`config.mk`:
```
export PLATFORM = sky130hd
export DESIGN_NAME = trap_entry_unit
export DESIGN_NICKNAME = d
export VERILOG_FILES = /design/src/rtl/trap_pkg.sv /design/src/rtl/trap_router.sv /design/src/rtl/trap_vector.sv /design/src/rtl/trap_entry_unit.sv
export SDC_FILE = /design/constraint.sdc
export NUM_CORES = 1
export LEC_CHECK = 0
export BUFFER_PORTS_ARGS = -buffer_cell sky130_fd_sc_hd__buf_2
export CORE_AREA = 4 4 199 201
export CTS_BUF_LIST = sky130_fd_sc_hd__clkbuf_8
export CTS_CLUSTER_DIAMETER = 120
export DETAILED_ROUTE_END_ITERATION = 8
export DIE_AREA = 0 0 203 205
export PLACE_DENSITY = 0.71
export SLEW_MARGIN = 20
export SYNTH_ARGS = -nofsm -noshare
export SYNTH_HDL_FRONTEND = slang
export SYNTH_HIERARCHICAL = 1
export SYNTH_SLANG_ARGS = --single-unit
```
`constraint.sdc`:
```
create_clock -name clk -period 3.3 [get_ports clk]
set_input_delay 0.33 -clock clk [delete_from_list [all_inputs] [get_ports clk]]
set_output_delay 0.33 -clock clk [all_outputs]
set_load 0.02 [all_outputs]
```
`src/rtl/trap_pkg.sv`:
```
package trap_pkg;
  localparam logic [1:0] PRV_U = 2'd0;
  localparam logic [1:0] PRV_S = 2'd1;
  localparam logic [1:0] PRV_M = 2'd3;

  typedef enum logic [2:0] {
    RT_NONE,
    RT_DBG_REDIR,
    RT_DBG_ENTER,
    RT_SUPER,
    RT_MACHINE
  } route_e;
endpackage

```
`src/rtl/trap_router.sv`:
```
module trap_router
  import trap_pkg::*;
#(
  parameter int XLEN      = 32,
  parameter int BKPT_CODE = 3
) (
  input  logic [XLEN-1:0] cause,
  input  logic [1:0]      cur_prv,
  input  logic [XLEN-1:0] medeleg,
  input  logic [XLEN-1:0] mideleg,
  input  logic            ebreak_en_m,
  input  logic            ebreak_en_s,
  input  logic            ebreak_en_u,
  input  logic            in_debug,
  output route_e          route,
  output logic            is_irq,
  output logic            is_bkpt,
  output logic [XLEN-2:0] idx
);
  localparam int IDXW = $clog2(XLEN);

  logic            idx_in_range;
  logic [IDXW-1:0] sel;
  logic [XLEN-1:0] mask;
  logic            deleg_bit;
  logic            ebreak_hit;
  logic            prv_delegable;

  assign is_irq  = cause[XLEN-1];
  assign idx     = cause[XLEN-2:0];
  assign is_bkpt = !is_irq && (idx == (XLEN-1)'(BKPT_CODE));

  // Index must fit the mask width to be looked up at all
  assign idx_in_range = (idx >> IDXW) == '0;
  assign sel          = idx[IDXW-1:0];
  assign mask         = is_irq ? mideleg : medeleg;
  assign deleg_bit    = idx_in_range && mask[sel];

  always_comb begin
    unique case (cur_prv)
      PRV_M:   ebreak_hit = ebreak_en_m;
      PRV_S:   ebreak_hit = ebreak_en_s;
      PRV_U:   ebreak_hit = ebreak_en_u;
      default: ebreak_hit = 1'b0;
    endcase
  end

  assign prv_delegable = (cur_prv == PRV_U) || (cur_prv == PRV_S);

  always_comb begin
    if (in_debug)                      route = RT_DBG_REDIR;
    else if (is_bkpt && ebreak_hit)    route = RT_DBG_ENTER;
    else if (prv_delegable && deleg_bit) route = RT_SUPER;
    else                               route = RT_MACHINE;
  end
endmodule

```
`src/rtl/trap_vector.sv`:
```
module trap_vector
  import trap_pkg::*;
#(
  parameter int              XLEN          = 32,
  parameter logic [XLEN-1:0] DBG_ROM_ENTRY = 'h800,
  parameter logic [XLEN-1:0] DBG_EXC_VEC   = 'h808
) (
  input  route_e          route,
  input  logic            is_irq,
  input  logic            is_bkpt,
  input  logic [XLEN-2:0] idx,
  input  logic [XLEN-1:0] stvec,
  input  logic [XLEN-1:0] mtvec,
  output logic [XLEN-1:0] target
);
  logic [XLEN:0]   off_full;
  logic [XLEN-1:0] m_base;
  logic [XLEN-1:0] m_off;

  assign off_full = {idx, 2'b00};
  assign m_base   = {mtvec[XLEN-1:1], 1'b0};
  assign m_off    = (mtvec[0] && is_irq) ? off_full[XLEN-1:0] : '0;

  always_comb begin
    unique case (route)
      RT_DBG_REDIR: target = is_bkpt ? DBG_ROM_ENTRY : DBG_EXC_VEC;
      RT_DBG_ENTER: target = DBG_ROM_ENTRY;
      RT_SUPER:     target = stvec;
      default:      target = m_base + m_off;
    endcase
  end
endmodule

```
`src/rtl/trap_entry_unit.sv`:
```
module trap_entry_unit
  import trap_pkg::*;
#(
  parameter int              XLEN          = 32,
  parameter int              BKPT_CODE     = 3,
  parameter int              SWBP_DBG_CODE = 1,
  parameter logic [XLEN-1:0] DBG_ROM_ENTRY = 'h800,
  parameter logic [XLEN-1:0] DBG_EXC_VEC   = 'h808
) (
  input  logic            clk,
  input  logic            rst,
  input  logic            trap_valid,
  input  logic [XLEN-1:0] trap_cause,
  input  logic [XLEN-1:0] trap_epc,
  input  logic [XLEN-1:0] trap_tval,
  input  logic [1:0]      cur_prv,
  input  logic            cur_sie,
  input  logic            cur_mie,
  input  logic [XLEN-1:0] medeleg,
  input  logic [XLEN-1:0] mideleg,
  input  logic [XLEN-1:0] stvec,
  input  logic [XLEN-1:0] mtvec,
  input  logic            ebreak_en_m,
  input  logic            ebreak_en_s,
  input  logic            ebreak_en_u,
  input  logic [2:0]      dbg_cause_cur,
  output logic            redirect_valid,
  output logic [XLEN-1:0] redirect_pc,
  output logic            prv_we,
  output logic [1:0]      new_prv,
  output logic            s_we,
  output logic [XLEN-1:0] s_cause,
  output logic [XLEN-1:0] s_epc,
  output logic [XLEN-1:0] s_tval,
  output logic            s_pie,
  output logic            s_pp,
  output logic            m_we,
  output logic [XLEN-1:0] m_cause,
  output logic [XLEN-1:0] m_epc,
  output logic [XLEN-1:0] m_tval,
  output logic            m_pie,
  output logic [1:0]      m_pp,
  output logic            dbg_enter,
  output logic [2:0]      dbg_cause_out,
  output logic [1:0]      dbg_prv_out,
  output logic [XLEN-1:0] dbg_pc
);
  route_e          route;
  logic            is_irq;
  logic            is_bkpt;
  logic [XLEN-2:0] idx;
  logic [XLEN-1:0] target;

  trap_router #(.XLEN(XLEN), .BKPT_CODE(BKPT_CODE)) u_router (
    .cause       (trap_cause),
    .cur_prv     (cur_prv),
    .medeleg     (medeleg),
    .mideleg     (mideleg),
    .ebreak_en_m (ebreak_en_m),
    .ebreak_en_s (ebreak_en_s),
    .ebreak_en_u (ebreak_en_u),
    .in_debug    (dbg_cause_cur != 3'd0),
    .route       (route),
    .is_irq      (is_irq),
    .is_bkpt     (is_bkpt),
    .idx         (idx)
  );

  trap_vector #(
    .XLEN(XLEN), .DBG_ROM_ENTRY(DBG_ROM_ENTRY), .DBG_EXC_VEC(DBG_EXC_VEC)
  ) u_vector (
    .route   (route),
    .is_irq  (is_irq),
    .is_bkpt (is_bkpt),
    .idx     (idx),
    .stvec   (stvec),
    .mtvec   (mtvec),
    .target  (target)
  );

  always_ff @(posedge clk) begin
    if (rst) begin
      redirect_valid <= 1'b0;
      redirect_pc    <= '0;
      prv_we         <= 1'b0;
      new_prv        <= PRV_M;
      s_we           <= 1'b0;
      s_cause        <= '0;
      s_epc          <= '0;
      s_tval         <= '0;
      s_pie          <= 1'b0;
      s_pp           <= 1'b0;
      m_we           <= 1'b0;
      m_cause        <= '0;
      m_epc          <= '0;
      m_tval         <= '0;
      m_pie          <= 1'b0;
      m_pp           <= PRV_U;
      dbg_enter      <= 1'b0;
      dbg_cause_out  <= '0;
      dbg_prv_out    <= PRV_U;
      dbg_pc         <= '0;
    end else begin
      redirect_valid <= trap_valid;
      prv_we         <= 1'b0;
      s_we           <= 1'b0;
      m_we           <= 1'b0;
      dbg_enter      <= 1'b0;
      if (trap_valid) begin
        redirect_pc <= target;
        unique case (route)
          RT_DBG_ENTER: begin
            dbg_enter     <= 1'b1;
            dbg_cause_out <= 3'(SWBP_DBG_CODE);
            dbg_prv_out   <= cur_prv;
            dbg_pc        <= trap_epc;
            prv_we        <= 1'b1;
            new_prv       <= PRV_M;
          end
          RT_SUPER: begin
            s_we    <= 1'b1;
            s_cause <= trap_cause;
            s_epc   <= trap_epc;
            s_tval  <= trap_tval;
            s_pie   <= cur_sie;
            s_pp    <= cur_prv[0];
            prv_we  <= 1'b1;
            new_prv <= PRV_S;
          end
          RT_MACHINE: begin
            m_we    <= 1'b1;
            m_cause <= trap_cause;
            m_epc   <= trap_epc;
            m_tval  <= trap_tval;
            m_pie   <= cur_mie;
            m_pp    <= cur_prv;
            prv_we  <= 1'b1;
            new_prv <= PRV_M;
          end
          default: ;
        endcase
      end
    end
  end

  assert_strobe_excl_R2: assert property (@(posedge clk) disable iff (rst)
    $onehot0({s_we, m_we, dbg_enter}));
  assert_trap_redirect_R2: assert property (@(posedge clk) disable iff (rst)
    trap_valid |=> redirect_valid);
  assert_idle_quiet_R2: assert property (@(posedge clk) disable iff (rst)
    !trap_valid |=> !redirect_valid && !prv_we && !s_we && !m_we && !dbg_enter);
  assert_debug_hold_R3: assert property (@(posedge clk) disable iff (rst)
    (trap_valid && dbg_cause_cur != 3'd0) |=> !prv_we && !s_we && !m_we && !dbg_enter);
  assert_dbg_entry_R4: assert property (@(posedge clk) disable iff (rst)
    dbg_enter |-> (redirect_pc == DBG_ROM_ENTRY) && (new_prv == PRV_M) && prv_we);
  assert_s_prv_R7: assert property (@(posedge clk) disable iff (rst)
    s_we |-> (new_prv == PRV_S) && prv_we);
  assert_m_prv_R9: assert property (@(posedge clk) disable iff (rst)
    m_we |-> (new_prv == PRV_M) && prv_we);
  assert_mmode_local_R10: assert property (@(posedge clk) disable iff (rst)
    (trap_valid && cur_prv == PRV_M && dbg_cause_cur == 3'd0) |=> !s_we);
endmodule

```
; ---- Yosys cells after proc, flatten, opt, wreduce, memory -nomap -nowiden
; Index checks and enable logic that the tools add are counted.
[classes]
addsub = 1
order_cmp = 1
eq_ne = 7
muxes = 15
bitwise_logic = 1
reduce_logical = 18
[op_table]
columns = operator, n
row1 = $pmux 32 s3, 1
row2 = $mux 32, 2
row3 = $add 32x32->32, 1
row4 = $eq 31x2->1 const B, 1
row5 = $logic_not 31->1, 1
row6 = $mux 3, 3
row7 = $reduce_and 2->1, 4
row8 = $eq 3x2->1 const B, 2
row9 = $lt 5x6->1 const B, 1
row10 = $bmux 1 s5, 1
row11 = $logic_and 1x1->1, 5
row12 = $mux 1, 5
row13 = $mux 4, 1
row14 = $pmux 2 s2, 1
row15 = $reduce_or 2->1, 2
row16 = $eq 3x1->1 const B, 1
row17 = $eq 3x3->1 const B, 1
row18 = $pmux 1 s3, 1
row19 = $reduce_bool 3->1, 1
row20 = $reduce_or 3->1, 1
row21 = $eq 2x1->1 const B, 1
row22 = $eq 2x2->1 const B, 1
row23 = $logic_not 2->1, 1
row24 = $reduce_bool 2->1, 1
row25 = 3 further kinds, 3
[totals]
reg_bits = 271
in_bits = 237
output_inout_bits = 273
elab_cells = 63

; ---- Longest topological paths before layout
; Gate-level depths: netlist (run 1).
[logic_depth]
ltp_word = 12
ltp_mapped = 16
ltp_nobuf = 14

; ---- Modules after synthesis
; The synthesis (run 1) kept the hierarchy.
[modules_own_cells]
columns = module, instances, cells_each, area_each_um2
row1 = trap_entry_unit, 1, 1138, 9673.0
row2 = trap_vector, 1, 327, 2153.3
row3 = trap_router, 1, 101, 969.7

; ---- Worst setup path before layout (run 1)
; No wires, ideal clock.
[synth_path]
kind = input to register
start = input trap_cause[31]
end = register redirect_pc[24]
setup_ps = 128
arrival_ps = 3028
t_required_ps = 3172
slack_ps = 144
path_stages = 14
path_cell_list = buf_4 clkbuf_1 and3_1 ha_1 fa_1 a21oi_1 o211ai_1 a221o_2 o211ai_2 a21oi_1 or3_1 a32o_1 mux2i_1 nor2_1
[synth_between]
elab_chain_cells = 10
word_cells_on_any_way = 18
classes_between = add/sub: 1 / eq/ne: 3 / mux: 8 / reduce/logical: 6
[synth_lines]
columns = item, line
row1 = start: declaration, trap_entry_unit.sv:13  ; input logic [XLEN-1:0] trap_cause,
row2 = $mux 32, trap_router.sv:36  ; assign mask = is_irq ? mideleg : medeleg;
row3 = $bmux 1 s5, trap_router.sv:37  ; assign deleg_bit = idx_in_range && mask[sel];
row4 = $mux 1 (not written as such), trap_router.sv:37
row5 = $logic_and 1x1->1, trap_router.sv:37
row6 = $logic_and 1x1->1, trap_router.sv:53  ; else if (prv_delegable && deleg_bit) route = RT_SUPER;
row7 = $mux 3, trap_router.sv:53
row8 = $mux 3, trap_router.sv:52  ; else if (is_bkpt && ebreak_hit) route = RT_DBG_ENTER;
row9 = $mux 3, trap_router.sv:51  ; if (in_debug) route = RT_DBG_REDIR;
row10 = $eq 3x2->1 or $eq 3x1->1 (tied branches), trap_vector.sv:25  ; unique case (route)
row11 = $pmux 32 s3 (*), trap_vector.sv:25
row12 = net target[24], trap_entry_unit.sv:52  ; logic [XLEN-1:0] target;
row13 = end signal: assignment, trap_entry_unit.sv:110  ; redirect_pc <= target;
row14 = end: declaration, trap_entry_unit.sv:28  ; output logic [XLEN-1:0] redirect_pc,
; The timed path passes the listed nets; every way through them passes the cells marked *. The select of a mux whose other input is x is not followed.
; A chain may end at the register's enable or synchronous reset.

; ---- Worst setup path in the final report (run 1)
[layout_path]
start = input trap_cause[5]
end = register s_tval[29]
[layout_between]
word_cells_on_any_way = 11
classes_between = eq/ne: 2 / mux: 3 / reduce/logical: 6
[layout_rtl]
columns = item, line
row1 = $eq 31x2->1, trap_router.sv:31  ; assign is_bkpt = !is_irq && (idx == (XLEN-1)'(BKPT_CODE));
row2 = $logic_and 1x1->1, trap_router.sv:31
row3 = net is_bkpt, trap_entry_unit.sv:50  ; logic is_bkpt;
row4 = $logic_and 1x1->1, trap_router.sv:52
row5 = $mux 3, trap_router.sv:52
row6 = $mux 3, trap_router.sv:51
row7 = net route[1], trap_entry_unit.sv:48  ; route_e route;
row8 = $eq 3x2->1, trap_entry_unit.sv:111  ; unique case (route)
row9 = $reduce_and 2->1 (no source line), --
row10 = end signal: assignment, trap_entry_unit.sv:124  ; s_tval <= trap_tval;
row11 = end: declaration, trap_entry_unit.sv:34  ; output logic [XLEN-1:0] s_tval,
; The timed path passes the listed nets, and every way through them passes these cells.

==> reports/results.tsv, run 1 <==
metric	value	unit
wire length per cell	18.5	microns
CTS sink count	270	
Core Util, Final	47.3	%
die extent in y	205	microns
Hold Path Class	in -> reg	
max-slew violations	0	
Final Non-Filler Cells	2687	
final worst-path cycle share	96.9	%
CP max stage cell	dlygate4sd3_1	
CTS tree	built	
initial core utilization	34.0	%
Worst R2R End	m_epc[2]	
die width	203	microns
number of port buffers	506	
Max Root-Sink Buffers	3	
die area	41600	sq um
DP Wirelength	35.7	mm
Most Frequent Cell on Critical Path	buf_4	
critical path arrival	3700	ps
antenna violations before repair	2	
YS warnings	6	
Worst-path clk slew	60	ps
Min-Delay Startpoint	trap_epc[0]	
FF-to-FF setup slack	2580	ps
share of cells above drive strength 1	33.1	%
syn_area_per_cell	8.17	sq um
Setup CP Type	in -> reg	
Peak VDD IR	0.318	mV
CTS Buf Count	44	
drt total wl	49.8	mm
Hold Path End	m_epc[0]	
CP Max Fanout	45	
Area Growth Syn to Fin	39.0	%
MaxCap Viol Count	0	
Total GRT Usage	22.8	%
vias	13600	
Design Power	7.10	mW
Placed Cells	2522	
final setup fails	0	
Slew @ Worst Pin	681	ps
H-tree depth	2	
Worst Hold Path Cells	3	
Post-Syn Instances	1565	
largest net degree at the start of global routing	123	
gpl congestion	0.937	
slowest stage delay, CP	560	ps
endpoint class of the critical path	flip-flop	
Placement Rows	71	
worst flop-to-flop path startpoint	m_epc[2]	
DRT Pass-1 Iters	5	
Worst-Skew Late Latency	580	ps
Critical Path RT	3800	ps
DR DRC count	0	
CP Launch Type	input port	
Mapped Area	12800	sq um
RSZ-0062 raised after global routing	no	
Iteration-0 DRC Markers	944	
number of routed nets with antenna violations	0	
clock root buffer master	clkbuf_8	
R2R cell count	2	
Slew HR	54.6	%
Nets	2408	
status	finished, final reports clean	
pwr/cell area	400	nW/um^2
Top delay family on crit path	buffers and inverters	
Clock Skew	0	ps
Critical Path, Cell by Cell	dlygate4sd3_1, buf_2, nor4_2, buf_4, nand4_1, nor3_2, nand2_1, buf_4, a21oi_1, buf_4, buf_4, nand2_1, or4_4, buf_12, a21oi_1	
global-route wire length before repair	76.1	mm
top-level I/O count	510	
fmax	313	MHz
CP bufs+invs	7	
Leakage	8.32	nW
Tmin final	3200	ps
worst-case hold slack	53.4	ps
Core ar.	37600	sq um
hold violation count in the final report	0	
vias in the first global route	13900	
routed vias/inst	5.07	
Overflow after GRT	0	
## sequential cells by signal, summed over array words and instances, names as in the netlist, 2 cells and up
register     count
dbg_pc          32
dbg_prv_out      2
m_cause         32
m_epc           32
m_pp             2
m_tval          32
redirect_pc     32
s_cause         32
s_epc           32
s_tval          32
## cell type report
class,count,area (sq um)
antenna,3,7.51
sequential,270,5410
clock inverter,26,146
fill,3583,19800
tap,511,639
timing repair buffer,675,4180
multi-input combinational,1134,6630
inverter,16,60.1
clock buffer,52,716
## per-stage QoR
stage,setup TNS [ps],worst slack (ps),area (sq um)
final,0,103,17800
after CTS,0,58.8,17700
after floorplan,0,144,12800
after global placement,-474,-128,16000
after detailed placement,-5390,-204,16000
after global routing,0,0.449,17800
## cell usage in the layout (no fill, tap or decap), types with 6 or more instances in the layout
| cell type | count |
|---|---|
| nand4_1 | 10 |
| o21ai_0 | 39 |
| buf_2 | 505 |
| nand2b_1 | 94 |
| ha_1 | 29 |
| mux4_2 | 7 |
| dfxtp_1 | 270 |
| buf_12 | 13 |
| and3_1 | 31 |
| xor2_1 | 10 |
| nor4_1 | 6 |
| a21oi_1 | 232 |
| nand3_1 | 8 |
| nor2_1 | 151 |
| dlygate4sd3_1 | 84 |
| mux2i_1 | 48 |
| o21bai_1 | 6 |
| a21o_1 | 9 |
| xnor2_1 | 11 |
| a21oi_2 | 32 |
| buf_4 | 72 |
| inv_1 | 32 |
| clkbuf_8 | 52 |
| nand2_1 | 308 |
## tightest hold or removal path, stage by stage
cell	delay, ps
buf_2	130
nand2_1	60
a21oi_1	60
## worst max-delay path by stage
stage	start	end	slack [ps]	depth (start not counted)
after global placement	trap_cause[0]	s_epc[31]	-130	12
after detailed placement	trap_cause[31]	s_epc[31]	-200	13
after CTS	trap_cause[14]	s_tval[29]	60	11
after floorplan	trap_cause[31]	redirect_pc[24]	140	14
final	trap_cause[5]	s_tval[29]	100	15
after global routing	trap_cause[5]	s_tval[29]	0.4	15
## report_power, final
group | leakage [nW] | total [mW] | switching [mW] | internal (mW)
clock network | 0.509 | 2.92 | 1.41 | 1.52
logic | 5.63 | 0.890 | 0.469 | 0.421
registers | 2.18 | 3.29 | 0.0111 | 3.28
## per-layer routing
metal,GRT usage (%),routed length (microns)
met3,6.33,4620
met2,39.1,24000
met5,0,0
met1,26.8,19200
met4,9.80,2010
## timing repair
| item | CTS | global route |
|---|---|---|
| setup endpoints to repair | 0 | 150 |
| resized for setup | 0 | 6 |
| hold buffers | 84 | 0 |
| buffers inserted | 0 | 0 |
| hold endpoints to repair | 173 | 0 |
Note: power is estimated with default switching activity, not from simulation.
==> inputs of run 2 (changes only) <==
Settings changed: CELL_PAD_IN_SITES_DETAIL_PLACEMENT set to 1, CELL_PAD_IN_SITES_GLOBAL_PLACEMENT set to 1, CORE_AREA 4 4 199 201 to unset, CORE_ASPECT_RATIO set to 0.8, CORE_MARGIN set to 4, CORE_UTILIZATION set to 32, DIE_AREA 0 0 203 205 to unset, PLACE_DENSITY 0.71 to 0.88, REMOVE_ABC_BUFFERS set to 1, SLEW_MARGIN 20 to unset.
==> reports/results.tsv, run 2 (synthesis results as in run 1) <==
metric	value	unit	change
Area Growth Syn to Fin	38.5	%	
top-level I/O count	510		unchanged
hold violation count in the final report	0		unchanged
GRT met2 Usage	45.2	%	+6.1 points
CP Launch Type	input port		
filler cell count	4800		+34%
Worst Hold Path Cells	3		unchanged
worst-case hold slack	20.6	ps	-32.9 ps
wire length per cell	22.3	microns	+20%
Slew HR	45.5	%	-9.1 points
vias	14200		+4.4%
DP Wirelength	40.8	mm	+14%
MaxCap Viol Count	0		unchanged
critical path arrival	3710	ps	about the same
clock root buffer master	clkbuf_8		
final worst-path cycle share	97.0	%	+0.16 points
Overflow after GRT	0		unchanged
Finished Cell Area	17700	sq um	-0.35%
worst flop-to-flop path startpoint	m_tval[2]		
Worst-Skew Late Latency	560	ps	-20 ps
Design Power	7.41	mW	+4.3%
endpoint class of the critical path	flip-flop		
Leakage	8.25	nW	-0.77%
R2R cell count	2		unchanged
CP Max Fanout	58		+29%
share of cells above drive strength 1	33.4	%	+0.34 points
placed cell areas	16100	sq um	+0.46%
Clock Skew	0	ps	unchanged
die width	232	microns	+14%
largest net degree at the start of global routing	128		+4.1%
Final Non-Filler Cells	2701		+0.52%
CTS tree	built		
met1 Use GR	30.1	%	+3.3 points
DR DRC count	0		unchanged
Placement Rows	65		-8.5%
Hold Path Class	in -> reg		
pwr/cell area	418	nW/um^2	+4.7%
number of routed nets with antenna violations	0		unchanged
Total GRT Usage	26.4	%	+3.6 points
gr busiest metal	met2		
global-route wire length before repair	90.6	mm	+19%
gpl congestion	0.893		-4.7%
worst slack, placed	-230	ps	-25.6 ps
Iteration-0 DRC Markers	881		-6.7%
setup bufs post-CTS	0		unchanged
final setup fails	0		unchanged
Core ar.	39400	sq um	+5.0%
Setup CP Type	in -> reg		
drt total wl	60.3	mm	+21%
met3 usage	7.05	%	+0.72 points
Nets	2387		-0.87%
CTS sink count	270		unchanged
Tmin final	3200	ps	+5.38 ps
H-tree depth	2		unchanged
FF-to-FF setup slack	2290	ps	-290 ps
fmax	312	MHz	-0.17%
multi-input logic area	6610	sq um	-0.30%
Hold Path End	m_epc[29]		
number of port buffers	506		unchanged
Min-Delay Startpoint	trap_epc[29]		
Worst-path clk slew	100	ps	+40 ps
DRT Pass-1 Iters	5		unchanged
status	finished, final reports clean		
Critical Path RT	3810	ps	about the same
most frequent cells in the layout	buf_2 (505), nand2_1 (308), dfxtp_1 (270)		
Max Root-Sink Buffers	3		unchanged
initial core utilization	32.4	%	-1.6 points
die area	43200	sq um	+3.9%
die extent in y	187	microns	-8.9%
antenna violations before repair	17		+15
Core Util, Final	44.9	%	-2.4 points
routed vias/inst	5.27		+3.9%
CTS Buf Count	46		+4.5%
Peak VDD IR	0.305	mV	-4.3%
Worst R2R End	m_tval[2]		
max-slew violations	0		unchanged
Slew @ Worst Pin	796	ps	+116 ps
vias in the first global route	15400		+11%
Placed Cells	2546		+0.95%
setup_tns	0	ps	unchanged
final worst slack	97.7	ps	-5.38 ps
sequential cell area	5410	sq um	unchanged
commonest non-fill, non-tap cell in the layout	buf_2		
run 2: changes by cell type in the layout (fill, tap and decap cells not counted), sizes merged:
cell         before  now
clkinv            5    4
buf             591  590
inv              35   31
dlygate4sd3      84   62
bufinv            1    2
diode             3   14
clkbuf           52   57
run 2: worst max path at each step:
stage | start | to | depth (start not counted)
CTS | trap_cause[21] | s_pp | 14
finish | trap_cause[20] | m_tval[2] | 14
global placement | trap_cause[31] | s_pie | 13
detailed placement | trap_cause[31] | s_tval[31] | 13
floorplan | trap_cause[0] | s_cause[0] | 9
global route | trap_cause[20] | m_tval[2] | 14
run 2: repair_timing:
action | 4_1_cts | 5_1_grt
resized for setup | 0 | 2
endpoints found under the hold margin | 103 | 1
hold buffers | 61 | 1
endpoints found under the setup margin | 0 | 12
run 2: metal layers:
layer	part of all wire [%]	up-vias
li1	-	6402
met1	38	6929
met2	48	673
met3	7.9	229
met4	6.0	2
met5	0.017	-
run 2: area by class of cell:
cell class / count / area share [%]
timing repair buffer: 652 / 22.6
sequential: 270 / 30.5
multi-input combinational: 1134 / 37.3
clock buffer: 57 / 4.43
inverter: 16 / 0.339
antenna: 14 / 0.198
clock inverter: 22 / 0.869
tap: 536 / 3.79
run 2: power breakdown:
part | total (mW) | switching, mW | internal [mW]
Combinational | 0.883 | 0.484 | 0.399
Sequential | 3.29 | 0.0117 | 3.28
Clock | 3.24 | 1.52 | 1.71
Total | 7.41 | 2.02 | 5.39
run 2: critical path: stages:
cell,delay (ps)
dlygate4sd3_1,540
buf_2,150
nor4_1,410
nand3_2,250
nor3_1,310
nand2_1,110
inv_1,90
o21bai_1,80
buf_4,160
buf_4,140
and4bb_4,370
buf_12,270
nand2_1,150
a21oi_1,310
